<file path="src/rtl/tx_gap_pkg.sv">
`timescale 1ns/1ps
package tx_gap_pkg;
  // tick source codes
  typedef enum logic [1:0] {
    SRC_SYS     = 2'b00,
    SRC_TICK    = 2'b01,
    SRC_SYS10   = 2'b10,
    SRC_TICK_B  = 2'b11
  } gap_src_e;

  localparam int SYS_DIV   = 2;
  localparam int SYS10_DIV = 20;

  function automatic logic src_is_tick(input logic [1:0] s);
    return s[0];
  endfunction
endpackage

</file>
<file path="src/rtl/tx_gap_store.sv">
`timescale 1ns/1ps
module tx_gap_store #(
  parameter int DATA_W = 32,
  parameter int DEPTH  = 8,
  parameter int SEL_W  = 3,
  localparam int AW    = $clog2(DEPTH),
  localparam int CW    = AW + 1
) (
  input  logic              clk_i,
  input  logic              rst_ni,
  input  logic              flush_i,
  input  logic              push_i,
  input  logic              pop_i,
  input  logic [SEL_W-1:0]  depth_sel_i,
  input  logic [DATA_W-1:0] wdata_i,
  output logic [DATA_W-1:0] head_o,
  output logic [CW-1:0]     count_o,
  output logic              full_o
);
  logic [DATA_W-1:0] mem [DEPTH];
  logic [AW-1:0]     wr_ptr, rd_ptr;
  logic [CW-1:0]     cap;
  logic              do_push, do_pop;

  always_comb begin
    cap = CW'(DEPTH);
    if (int'(depth_sel_i) + 1 < DEPTH) cap = CW'(int'(depth_sel_i) + 1);
  end

  assign full_o  = (count_o >= cap);
  assign do_push = push_i && !flush_i && !full_o;
  assign do_pop  = pop_i && !flush_i && (count_o != '0);
  assign head_o  = mem[rd_ptr];

  always_ff @(posedge clk_i) begin
    if (do_push) mem[wr_ptr] <= wdata_i;
  end

  always_ff @(posedge clk_i or negedge rst_ni) begin
    if (!rst_ni) begin
      wr_ptr  <= '0;
      rd_ptr  <= '0;
      count_o <= '0;
    end else if (flush_i) begin
      wr_ptr  <= '0;
      rd_ptr  <= '0;
      count_o <= '0;
    end else begin
      if (do_push) wr_ptr <= wr_ptr + 1'b1;
      if (do_pop)  rd_ptr <= rd_ptr + 1'b1;
      case ({do_push, do_pop})
        2'b10:   count_o <= count_o + 1'b1;
        2'b01:   count_o <= count_o - 1'b1;
        default: count_o <= count_o;
      endcase
    end
  end

  // occupancy never exceeds physical storage
  assert_count_bound_R1: assert property (@(posedge clk_i) disable iff (!rst_ni)
    count_o <= CW'(DEPTH));

  // a write into a full store leaves occupancy unchanged
  assert_full_drop_R2: assert property (@(posedge clk_i) disable iff (!rst_ni)
    (push_i && full_o && !pop_i && !flush_i) |=> $stable(count_o));
endmodule

</file>
<file path="src/rtl/tx_gap_prescale.sv">
`timescale 1ns/1ps
module tx_gap_prescale
  import tx_gap_pkg::*;
#(
  parameter int PRESC_W = 16,
  localparam int LIM_W  = PRESC_W + 5
) (
  input  logic               clk_i,
  input  logic               rst_ni,
  input  logic               clr_i,
  input  logic               run_i,
  input  logic [1:0]         src_i,
  input  logic [PRESC_W-1:0] presc_i,
  input  logic               bit_tick_i,
  output logic               tick_o
);
  logic [LIM_W-1:0] m_eff, lim, pre;
  logic             wrap;

  always_comb begin
    m_eff = (presc_i == '0) ? LIM_W'(1) : LIM_W'(presc_i);
    lim   = src_i[1] ? m_eff * LIM_W'(SYS10_DIV) : m_eff * LIM_W'(SYS_DIV);
  end

  assign wrap   = (pre == lim - 1'b1);
  assign tick_o = src_is_tick(src_i) ? (run_i && bit_tick_i) : (run_i && wrap);

  always_ff @(posedge clk_i or negedge rst_ni) begin
    if (!rst_ni)                          pre <= '0;
    else if (clr_i || !run_i)             pre <= '0;
    else if (!src_is_tick(src_i))         pre <= wrap ? '0 : pre + 1'b1;
  end

  // prescaler never runs past its limit
  assert_pre_bound_R6: assert property (@(posedge clk_i) disable iff (!rst_ni)
    (run_i && !clr_i && !src_is_tick(src_i) && $stable(src_i) && $stable(presc_i))
      |=> (pre < lim));
endmodule

</file>
<file path="src/rtl/tx_gap_timer.sv">
`timescale 1ns/1ps
module tx_gap_timer #(
  parameter int GAP_W   = 8,
  parameter int PRESC_W = 16
) (
  input  logic               clk_i,
  input  logic               rst_ni,
  input  logic               clr_i,
  input  logic               load_i,
  input  logic [GAP_W-1:0]   len_i,
  input  logic [1:0]         src_i,
  input  logic [PRESC_W-1:0] presc_i,
  input  logic               bit_tick_i,
  output logic               busy_o
);
  logic [GAP_W-1:0] cnt;
  logic             tick;

  assign busy_o = (cnt != '0);

  tx_gap_prescale #(.PRESC_W(PRESC_W)) u_pre (
    .clk_i      (clk_i),
    .rst_ni     (rst_ni),
    .clr_i      (clr_i || load_i),
    .run_i      (busy_o),
    .src_i      (src_i),
    .presc_i    (presc_i),
    .bit_tick_i (bit_tick_i),
    .tick_o     (tick)
  );

  always_ff @(posedge clk_i or negedge rst_ni) begin
    if (!rst_ni)               cnt <= '0;
    else if (clr_i)            cnt <= '0;
    else if (load_i)           cnt <= len_i;
    else if (tick && busy_o)   cnt <= cnt - 1'b1;
  end

  // a load with nonzero length starts the gap
  assert_gap_starts_R4: assert property (@(posedge clk_i) disable iff (!rst_ni)
    (load_i && !clr_i && len_i != '0) |=> busy_o);

  // without a tick the remaining gap holds
  assert_gap_hold_R6: assert property (@(posedge clk_i) disable iff (!rst_ni)
    (busy_o && !clr_i && !load_i && !tick) |=> $stable(cnt));

  // clear always stops the gap
  assert_gap_clear_R11: assert property (@(posedge clk_i) disable iff (!rst_ni)
    clr_i |=> !busy_o);
endmodule

</file>
<file path="src/rtl/tx_gap_fifo.sv">
`timescale 1ns/1ps
module tx_gap_fifo #(
  parameter int DATA_W  = 32,
  parameter int DEPTH   = 8,
  parameter int SEL_W   = 3,
  parameter int GAP_W   = 8,
  parameter int PRESC_W = 16,
  localparam int CNT_W  = $clog2(DEPTH) + 1
) (
  input  logic               clk_i,
  input  logic               rst_ni,
  input  logic               en_i,
  input  logic               chan_rst_i,
  input  logic [SEL_W-1:0]   depth_sel_i,
  input  logic [GAP_W-1:0]   gap_len_i,
  input  logic [1:0]         gap_src_i,
  input  logic [PRESC_W-1:0] presc_i,
  input  logic               bit_tick_i,
  input  logic               push_i,
  input  logic [DATA_W-1:0]  push_data_i,
  input  logic               tx_start_i,
  input  logic               tx_done_i,
  input  logic               tx_err_i,
  input  logic               tx_arb_lost_i,
  output logic               tx_req_o,
  output logic [DATA_W-1:0]  tx_data_o,
  output logic [CNT_W-1:0]   count_o,
  output logic               full_o,
  output logic               empty_o,
  output logic               ovf_o,
  output logic               gap_busy_o
);
  logic in_flight, resolve, pop, gap_load, gap_clr, stored;

  assign stored   = (count_o != '0);
  assign resolve  = tx_done_i || tx_err_i || tx_arb_lost_i;
  assign pop      = en_i && in_flight && tx_done_i;
  assign gap_load = pop && (gap_len_i != '0);
  assign gap_clr  = !en_i || chan_rst_i;

  tx_gap_store #(
    .DATA_W (DATA_W),
    .DEPTH  (DEPTH),
    .SEL_W  (SEL_W)
  ) u_store (
    .clk_i       (clk_i),
    .rst_ni      (rst_ni),
    .flush_i     (!en_i),
    .push_i      (push_i),
    .pop_i       (pop),
    .depth_sel_i (depth_sel_i),
    .wdata_i     (push_data_i),
    .head_o      (tx_data_o),
    .count_o     (count_o),
    .full_o      (full_o)
  );

  tx_gap_timer #(
    .GAP_W   (GAP_W),
    .PRESC_W (PRESC_W)
  ) u_gap (
    .clk_i      (clk_i),
    .rst_ni     (rst_ni),
    .clr_i      (gap_clr),
    .load_i     (gap_load),
    .len_i      (gap_len_i),
    .src_i      (gap_src_i),
    .presc_i    (presc_i),
    .bit_tick_i (bit_tick_i),
    .busy_o     (gap_busy_o)
  );

  assign tx_req_o = en_i && !chan_rst_i && stored && !gap_busy_o && !in_flight;
  assign empty_o  = !stored && !in_flight;

  always_ff @(posedge clk_i or negedge rst_ni) begin
    if (!rst_ni)                       in_flight <= 1'b0;
    else if (resolve)                  in_flight <= 1'b0;
    else if (tx_start_i && tx_req_o)   in_flight <= 1'b1;
  end

  always_ff @(posedge clk_i or negedge rst_ni) begin
    if (!rst_ni)                       ovf_o <= 1'b0;
    else if (!en_i)                    ovf_o <= 1'b0;
    else if (push_i && full_o)         ovf_o <= 1'b1;
  end

  // overflow flag is sticky while enabled
  assert_ovf_sticky_R2: assert property (@(posedge clk_i) disable iff (!rst_ni)
    (ovf_o && en_i) |=> ovf_o);

  // a granted request drops the next cycle
  assert_grant_drops_R3: assert property (@(posedge clk_i) disable iff (!rst_ni)
    (tx_start_i && tx_req_o && !resolve) |=> !tx_req_o);

  // successful send with a gap blocks the next request
  assert_gap_blocks_R4: assert property (@(posedge clk_i) disable iff (!rst_ni)
    (in_flight && tx_done_i && en_i && gap_len_i != '0) |=> !tx_req_o);

  // failed attempt keeps the head in place
  assert_retry_keeps_R5: assert property (@(posedge clk_i) disable iff (!rst_ni)
    (in_flight && (tx_err_i || tx_arb_lost_i) && !tx_done_i && en_i && !push_i)
      |=> ($stable(count_o) && !gap_busy_o));

  // disable flushes storage at the next edge
  assert_flush_R9: assert property (@(posedge clk_i) disable iff (!rst_ni)
    !en_i |=> (count_o == '0));

  // empty stays deferred while the engine still owns a word
  assert_empty_deferred_R10: assert property (@(posedge clk_i) disable iff (!rst_ni)
    (!en_i && in_flight && !resolve) |=> !empty_o);
endmodule

</file>
<file path="config.mk">
export PLATFORM = sky130hd
export DESIGN_NAME = tx_gap_fifo
export DESIGN_NICKNAME = d
export VERILOG_FILES = /design/src/rtl/tx_gap_pkg.sv /design/src/rtl/tx_gap_store.sv /design/src/rtl/tx_gap_prescale.sv /design/src/rtl/tx_gap_timer.sv /design/src/rtl/tx_gap_fifo.sv
export SDC_FILE = /design/constraint.sdc
export NUM_CORES = 1
export LEC_CHECK = 0
export BUFFER_PORTS_ARGS = -buffer_cell sky130_fd_sc_hd__buf_2
export CAP_MARGIN = 20
export CORE_ASPECT_RATIO = 2
export CORE_MARGIN = 5
export CORE_UTILIZATION = 46
export CTS_BUF_LIST = sky130_fd_sc_hd__clkbuf_8
export DETAILED_ROUTE_END_ITERATION = 6
export MAX_ROUTING_LAYER = met4
export PLACE_DENSITY = 0.76
export SYNTH_ARGS = -nofsm -noshare
export SYNTH_HDL_FRONTEND = slang
export SYNTH_HIERARCHICAL = 1
export SYNTH_SLANG_ARGS = --single-unit
</file>
<file path="constraint.sdc">
create_clock -name clk_i -period 5.9 [get_ports clk_i]
set_input_delay 0.59 -clock clk_i [delete_from_list [all_inputs] [get_ports clk_i]]
set_output_delay 0.59 -clock clk_i [all_outputs]
set_load 0.05 [all_outputs]
</file>
==> flow_summary.json, run 1 <==
{
  "synth_edf_count": 256,
  "start_util": 0.465,
  "slew_violations": 0,
  "dp_hpwl_um": 22300,
  "path_buf_inv": 7,
  "fillers": 2473,
  "final_cell_area_um2": 16900,
  "clockRootBuffer": "clkbuf_8",
  "layout_common_cells": "256 x edfxtp_1, 111 x buf_2, 77 x buf_4",
  "insertion_delay_ns": 0.57,
  "period_share": 0.980,
  "wl_per_cell_um": 20.5,
  "final_common_cell": "edfxtp_1",
  "fmax_mhz": 173,
  "critPathCaptureType": "register",
  "drc": 0,
  "cp.depth": 26,
  "final_core_utilization": 0.547,
  "fin_ws_ns": 0.119,
  "maxCapViolCount": 0,
  "postRouteWirelength_um": 32900,
  "worst_pin_slew_ns": 0.978,
  "async_reset_ff_frac": 0.138,
  "die_h_um": 260,
  "max_slew_margin": 0.342,
  "p_per_area_nw_per_um2": 275,
  "crit_arrival_ns": 6.24,
  "grt_start_max_net_pins": 42,
  "fin_skew_ns": 0.0264,
  "required_ns": 6.36,
  "postCtsSetupRepairBufs": 0,
  "min_from": "tx_err_i",
  "worst_path_most_repeated_cell": "buf_4",
  "dieArea_um2": 35000,
  "dp_worst_setup_slack_ns": -0.600,
  "cts.path.max_buffers": 3,
  "yosysSeqAreaShare": 0.607,
  "coreArea_um2": 30900,
  "cpMaxStageDelayCell": "or4_1",
  "synthesis.nets": 1078,
  "synth_cells": 969,
  "critical_path.reg2reg.endpoint": "u_gap/cnt[7]$_DFFE_PN0P_",
  "finalSetupViolCount": 0,
  "grt_pass1_vias": 9894,
  "synth_cell_type_count": 80,
  "rows": 91,
  "area_delta_synth_final_pct": 17.6,
  "ys.flop_type": "edfxtp_1",
  "worstSetupStartpointType": "input port",
  "finalPower_mw": 4.63,
  "hold_end": "in_flight$_DFFE_PN0P_",
  "ios": 112,
  "syn_area_per_cell_um2": 14.8,
  "hold_depth": 2,
  "place_area_um2": 15900,
  "clkTransAtPathRegs_ns": 0.08,
  "path_delay_family": "simple AND/OR/NAND/NOR gates",
  "grt-ovfl-total": 0,
  "path_class": "input port to register",
  "via_count": 9224,
  "htreeDepth": 2,
  "yosys_warnings": 6,
  "outcome": "finished, final reports clean",
  "finalWeightedCongestion": 0.870,
  "drtIter0Drc": 429,
  "drtAntennaViolNets": 0,
  "mappedNetlistArea_um2": 14300,
  "worstRegToRegCells": 14,
  "via_per_inst": 5.75,
  "clock_sinks": 297,
  "irDropWorstVdd_mv": 0.259,
  "drive_gt1_frac": 0.329,
  "regToRegSetupSlack_ns": 1.31,
  "finalNetCount": 1259,
  "cts_tree": "built",
  "max_stage_delay_ns": 0.58,
  "die_x_um": 135,
  "grt_pass1_wl_um": 52000,
  "fin_setup_tns_ns": 0,
  "cts_inserted_buffers": 43,
  "dr.pass1.iters": 5,
  "port_buffers": 111,
  "min_path_type": "input port to register",
  "reg2reg_from": "u_gap/u_pre/pre[5]$_DFFE_PN0P_",
  "power.leakage_nw": 5.96,
  "period_minus_slack_ns": 5.78,
  "hold_viol": 0,
  "path_max_fanout": 3,
  "antenna_found_initial": 2,
  "track_usage": 0.196,
  "synth-seq-cells": 297
}
==> cell families after synthesis <==
family,Yosys count,share of synthesized area
and+or+nand+nor,249,0.0934
DFF,297,0.607
muxes,107,0.133
buffers and inverters,81,0.0228
AOI/OAI and AO/OA,145,0.0768
adders and majority gates,38,0.0342
xor gates and xnor gates,52,0.0323
==> registers in the layout (all words and copies together) (netlist names) <==
signal	count
ovf_o	1
u_store/count_o	4
in_flight	1
u_store/wr_ptr	3
u_store/mem	256
u_store/rd_ptr	3
u_gap/cnt	8
u_gap/u_pre/pre	21
==> synth_stat cells (6+ instances only) <==
master	count	area share
clkbuf_1	42	0.011
a211o_1	8	0.0049
mux2_2	32	0.025
nand4_1	14	0.0061
nor2_1	56	0.015
xnor2_1	28	0.017
nand3_1	17	0.0059
a21o_1	8	0.0042
mux2i_1	11	0.0077
and3_1	8	0.0035
mux4_2	64	0.10
ha_1	36	0.031
xor2_1	23	0.014
o21ai_0	20	0.0070
nand2_1	41	0.011
and2_1	9	0.0039
or2_2	6	0.0026
nand2b_1	10	0.0044
a21oi_1	23	0.0080
dfrtp_1	41	0.072
a2111oi_0	6	0.0037
or4_1	9	0.0047
buf_2	9	0.0031
a31oi_1	6	0.0026
inv_1	25	0.0065
nor3b_1	6	0.0031
nor3_1	27	0.0094
a211oi_1	10	0.0052
edfxtp_1	256	0.54
o211ai_1	14	0.0073
nor4_1	14	0.0061
o31ai_1	6	0.0031
==> final cells by class <==
class | count | area, um2 | share of cell area
clock buffer | 43 | 592 | 0.0351
antenna | 2 | 5.00 | 0.000297
clock inverter | 36 | 283 | 0.0168
tap | 418 | 523 | 0.0310
sequential | 297 | 8720 | 0.517
multi-input combinational | 591 | 5470 | 0.324
inverter | 26 | 97.6 | 0.00579
timing repair buffer | 191 | 1180 | 0.0702
==> timing repair <==
| action | 4_1_cts | 5_1_grt |
|---|---|---|
| gates resized for setup | 0 | 7 |
| endpoints found under the hold margin | 0 | 7 |
| hold buffers | 0 | 1 |
| setup endpoints to repair | 0 | 3 |
==> metal layers <==
layer  wire length, um  vias up  global-route usage
met5                 0        -                   -
met4              1790        0               0.110
met3              1560      110              0.0360
met2             18300      284               0.361
met1             11300     4619               0.190
li1                  -     4211                   -
==> report_power, final <==
part	total [mW]	internal (mW)	leakage, nW	switching [mW]
clock	1.66	0.872	0.472	0.788
combinational	0.612	0.225	2.61	0.387
sequential	2.36	2.33	2.87	0.0280
total	4.63	3.43	5.96	1.20
==> through the flow <==
step / hold slack (ns) / cells
floorplan: 0.294 / 969
global placement: 0.476 / 1521
detailed placement: 0.489 / 1521
CTS: 0.147 / 1600
global route: 0.168 / 1604
finish: 0.191 / 1604
==> worst max path at each step <==
stage,from,to,slack [ns]
after floorplan,presc_i[8],u_gap/cnt[7]$_DFFE_PN0P_,-0.27
after global placement,presc_i[1],u_gap/cnt[7]$_DFFE_PN0P_,-0.46
after detailed placement,presc_i[1],u_gap/cnt[7]$_DFFE_PN0P_,-0.60
after CTS,presc_i[1],u_gap/cnt[7]$_DFFE_PN0P_,0.03
after global routing,presc_i[1],u_gap/cnt[7]$_DFFE_PN0P_,-0.11
final,presc_i[1],u_gap/cnt[7]$_DFFE_PN0P_,0.12
Power figures use the tool's default switching activity.
==> inputs of run 2 (changes only) <==
--- a/config.mk
+++ b/config.mk
@@ -14,6 +14,7 @@
 export DETAILED_ROUTE_END_ITERATION = 6
 export MAX_ROUTING_LAYER = met4
 export PLACE_DENSITY = 0.76
+export RECOVER_POWER = 100
 export SYNTH_ARGS = -nofsm -noshare
 export SYNTH_HDL_FRONTEND = slang
 export SYNTH_HIERARCHICAL = 1
==> run 2 against run 1 <==
Effect of this change:
- the flow now finishes with violations (capacitance limit, slew limit)
- via count is essentially flat
- die area stayed put
- clock skew up 0.0017 ns
- maximum frequency barely moved
- worst hold slack got worse by 0.00074 ns
==> flow_summary.json, run 2 (synthesis gave the netlist of run 1 again) <==
{
  "postCtsSetupRepairBufs": 0,
  "period_share": 0.980,
  "path_max_fanout": 3,
  "grt_start_max_net_pins": 42,
  "drc": 0,
  "slew_violations": 330,
  "p_seq_frac": 0.511,
  "power.leakage_nw": 5.69,
  "insertion_delay_ns": 0.57,
  "path_buf_inv": 7,
  "clkPwrFrac": 0.359,
  "wl_per_cell_um": 20.6,
  "outcome": "complete, but fails checks",
  "die_h_um": 260,
  "regMostFlops": "u_store/mem",
  "worstSetupStartpointType": "input port",
  "grt_pass1_wl_um": 52000,
  "drive_gt1_frac": 0.254,
  "cts.path.max_buffers": 3,
  "track_usage": 0.196,
  "path_delay_family": "simple AND/OR/NAND/NOR gates",
  "violations": "capacitance limit, slew limit",
  "max_stage_delay_ns": 0.58,
  "drtIter0Drc": 406,
  "fmax_mhz": 173,
  "via_per_inst": 5.75,
  "clock_sinks": 297,
  "whs_ns": 0.191,
  "layout_common_cells": "256 x edfxtp_1, 82 x clkbuf_1, 66 x buf_4",
  "cpMaxStageDelayCell": "or4_1",
  "cts_tree": "built",
  "dr.pass1.iters": 5,
  "area_delta_synth_final_pct": 16.3,
  "antenna_found_initial": 2,
  "worstRegToRegCells": 8,
  "grt-ovfl-total": 0,
  "min_path_type": "input port to register",
  "clkTransAtPathRegs_ns": 0.08,
  "finalSetupViolCount": 0,
  "maxCapViolCount": 11,
  "worst_path_most_repeated_cell": "buf_4",
  "hold_viol": 0,
  "irDropWorstVdd_mv": 0.258,
  "rows": 91,
  "cts_inserted_buffers": 43,
  "dp_hpwl_um": 22300,
  "required_ns": 6.36,
  "final_common_cell": "edfxtp_1",
  "finalWeightedCongestion": 0.870,
  "die_x_um": 135,
  "finalNetCount": 1259,
  "p_per_area_nw_per_um2": 277,
  "largest_register_ffs": 256,
  "p_int_mw": 3.42,
  "critPathCaptureType": "register",
  "min_from": "tx_err_i",
  "coreArea_um2": 30900,
  "regToRegSetupSlack_ns": 0.78,
  "max_slew_margin": -0.855,
  "ios": 112,
  "fin_skew_ns": 0.0280,
  "clockRootBuffer": "clkbuf_8",
  "postRouteWirelength_um": 33000,
  "cp.depth": 26,
  "via_count": 9217,
  "critical_path.reg2reg.endpoint": "u_store/mem[7][19]$_DFFE_PP_",
  "period_minus_slack_ns": 5.78,
  "crit_arrival_ns": 6.24,
  "power_switching_mw": 1.20,
  "crit_path_end": "u_gap/cnt[7]$_DFFE_PN0P_",
  "grt_pass1_vias": 9894,
  "dieArea_um2": 35000,
  "reg2reg_from": "u_store/count_o[0]$_DFFE_PN0P_",
  "worst_pin_slew_ns": 2.77,
  "finalPower_mw": 4.62,
  "critPathLaunch": "presc_i[1]",
  "drtAntennaViolNets": 0,
  "port_buffers": 111,
  "switching_share": 0.260,
  "path_class": "input port to register",
  "p_comb_frac": 0.130,
  "start_util": 0.465,
  "htreeDepth": 2,
  "reg_top3": "u_store/mem (256), u_gap/u_pre/pre (21), u_gap/cnt (8)"
}
run 2: layer usage:
layer | part of all wire | vias up | track usage | routed length, um
li1 | - | 4212 | - | -
met1 | 0.34 | 4581 | 0.190 | 11200
met2 | 0.55 | 313 | 0.361 | 18300
met3 | 0.052 | 111 | 0.0360 | 1730
met4 | 0.054 | 0 | 0.110 | 1800
met5 | 0 | - | - | 0
run 2: worst min-delay path by stage:
stage	end	slack, ns	cells past startpoint
finish	in_flight$_DFFE_PN0P_	0.19	2
global route	in_flight$_DFFE_PN0P_	0.17	2
CTS	in_flight$_DFFE_PN0P_	0.15	2
detailed placement	ovf_o$_DFFE_PN0P_	0.49	2
global placement	ovf_o$_DFFE_PN0P_	0.48	2
floorplan	in_flight$_DFFE_PN0P_	0.29	0
run 2: through the flow:
stage | area [um2] | std cells | TNS [ns] | util | setup slack (ns)
detailed placement | 15900 | 1521 | -2.53 | 0.516 | -0.600
global route | 16700 | 1604 | -0.210 | 0.541 | -0.106
CTS | 16800 | 1600 | 0 | 0.545 | 0.0258
finish | 16700 | 1604 | 0 | 0.541 | 0.121
floorplan | 14400 | 969 | -0.424 | - | -0.267
global placement | 15900 | 1521 | -1.46 | 0.516 | -0.458
run 2: layout make-up:
type	instances	area (um2)
Tap cell	418	523
Multi-Input combinational cell	591	5430
Antenna cell	2	5.00
Sequential cell	297	8710
Inverter	26	97.6
Timing Repair Buffer	191	1040
Clock inverter	36	283
Fill cell	2527	14200
Clock buffer	43	592
run 2: power groups by stage:
stage                     clock, mW  sequential [mW]  combinational (mW)
after detailed placement          0             2.40               0.604
after global routing           1.81             2.36               0.650
after CTS                      1.72             2.36               0.607
after global placement            0             2.40               0.594
final                          1.66             2.36               0.598
after floorplan                   0             2.41               0.373
run 2: repair_timing:
action / in CTS / in global routing
endpoints found under the hold margin: 0 / 7
hold buffers: 0 / 1
endpoints found under the setup margin: 0 / 3
gates resized for setup: 0 / 7
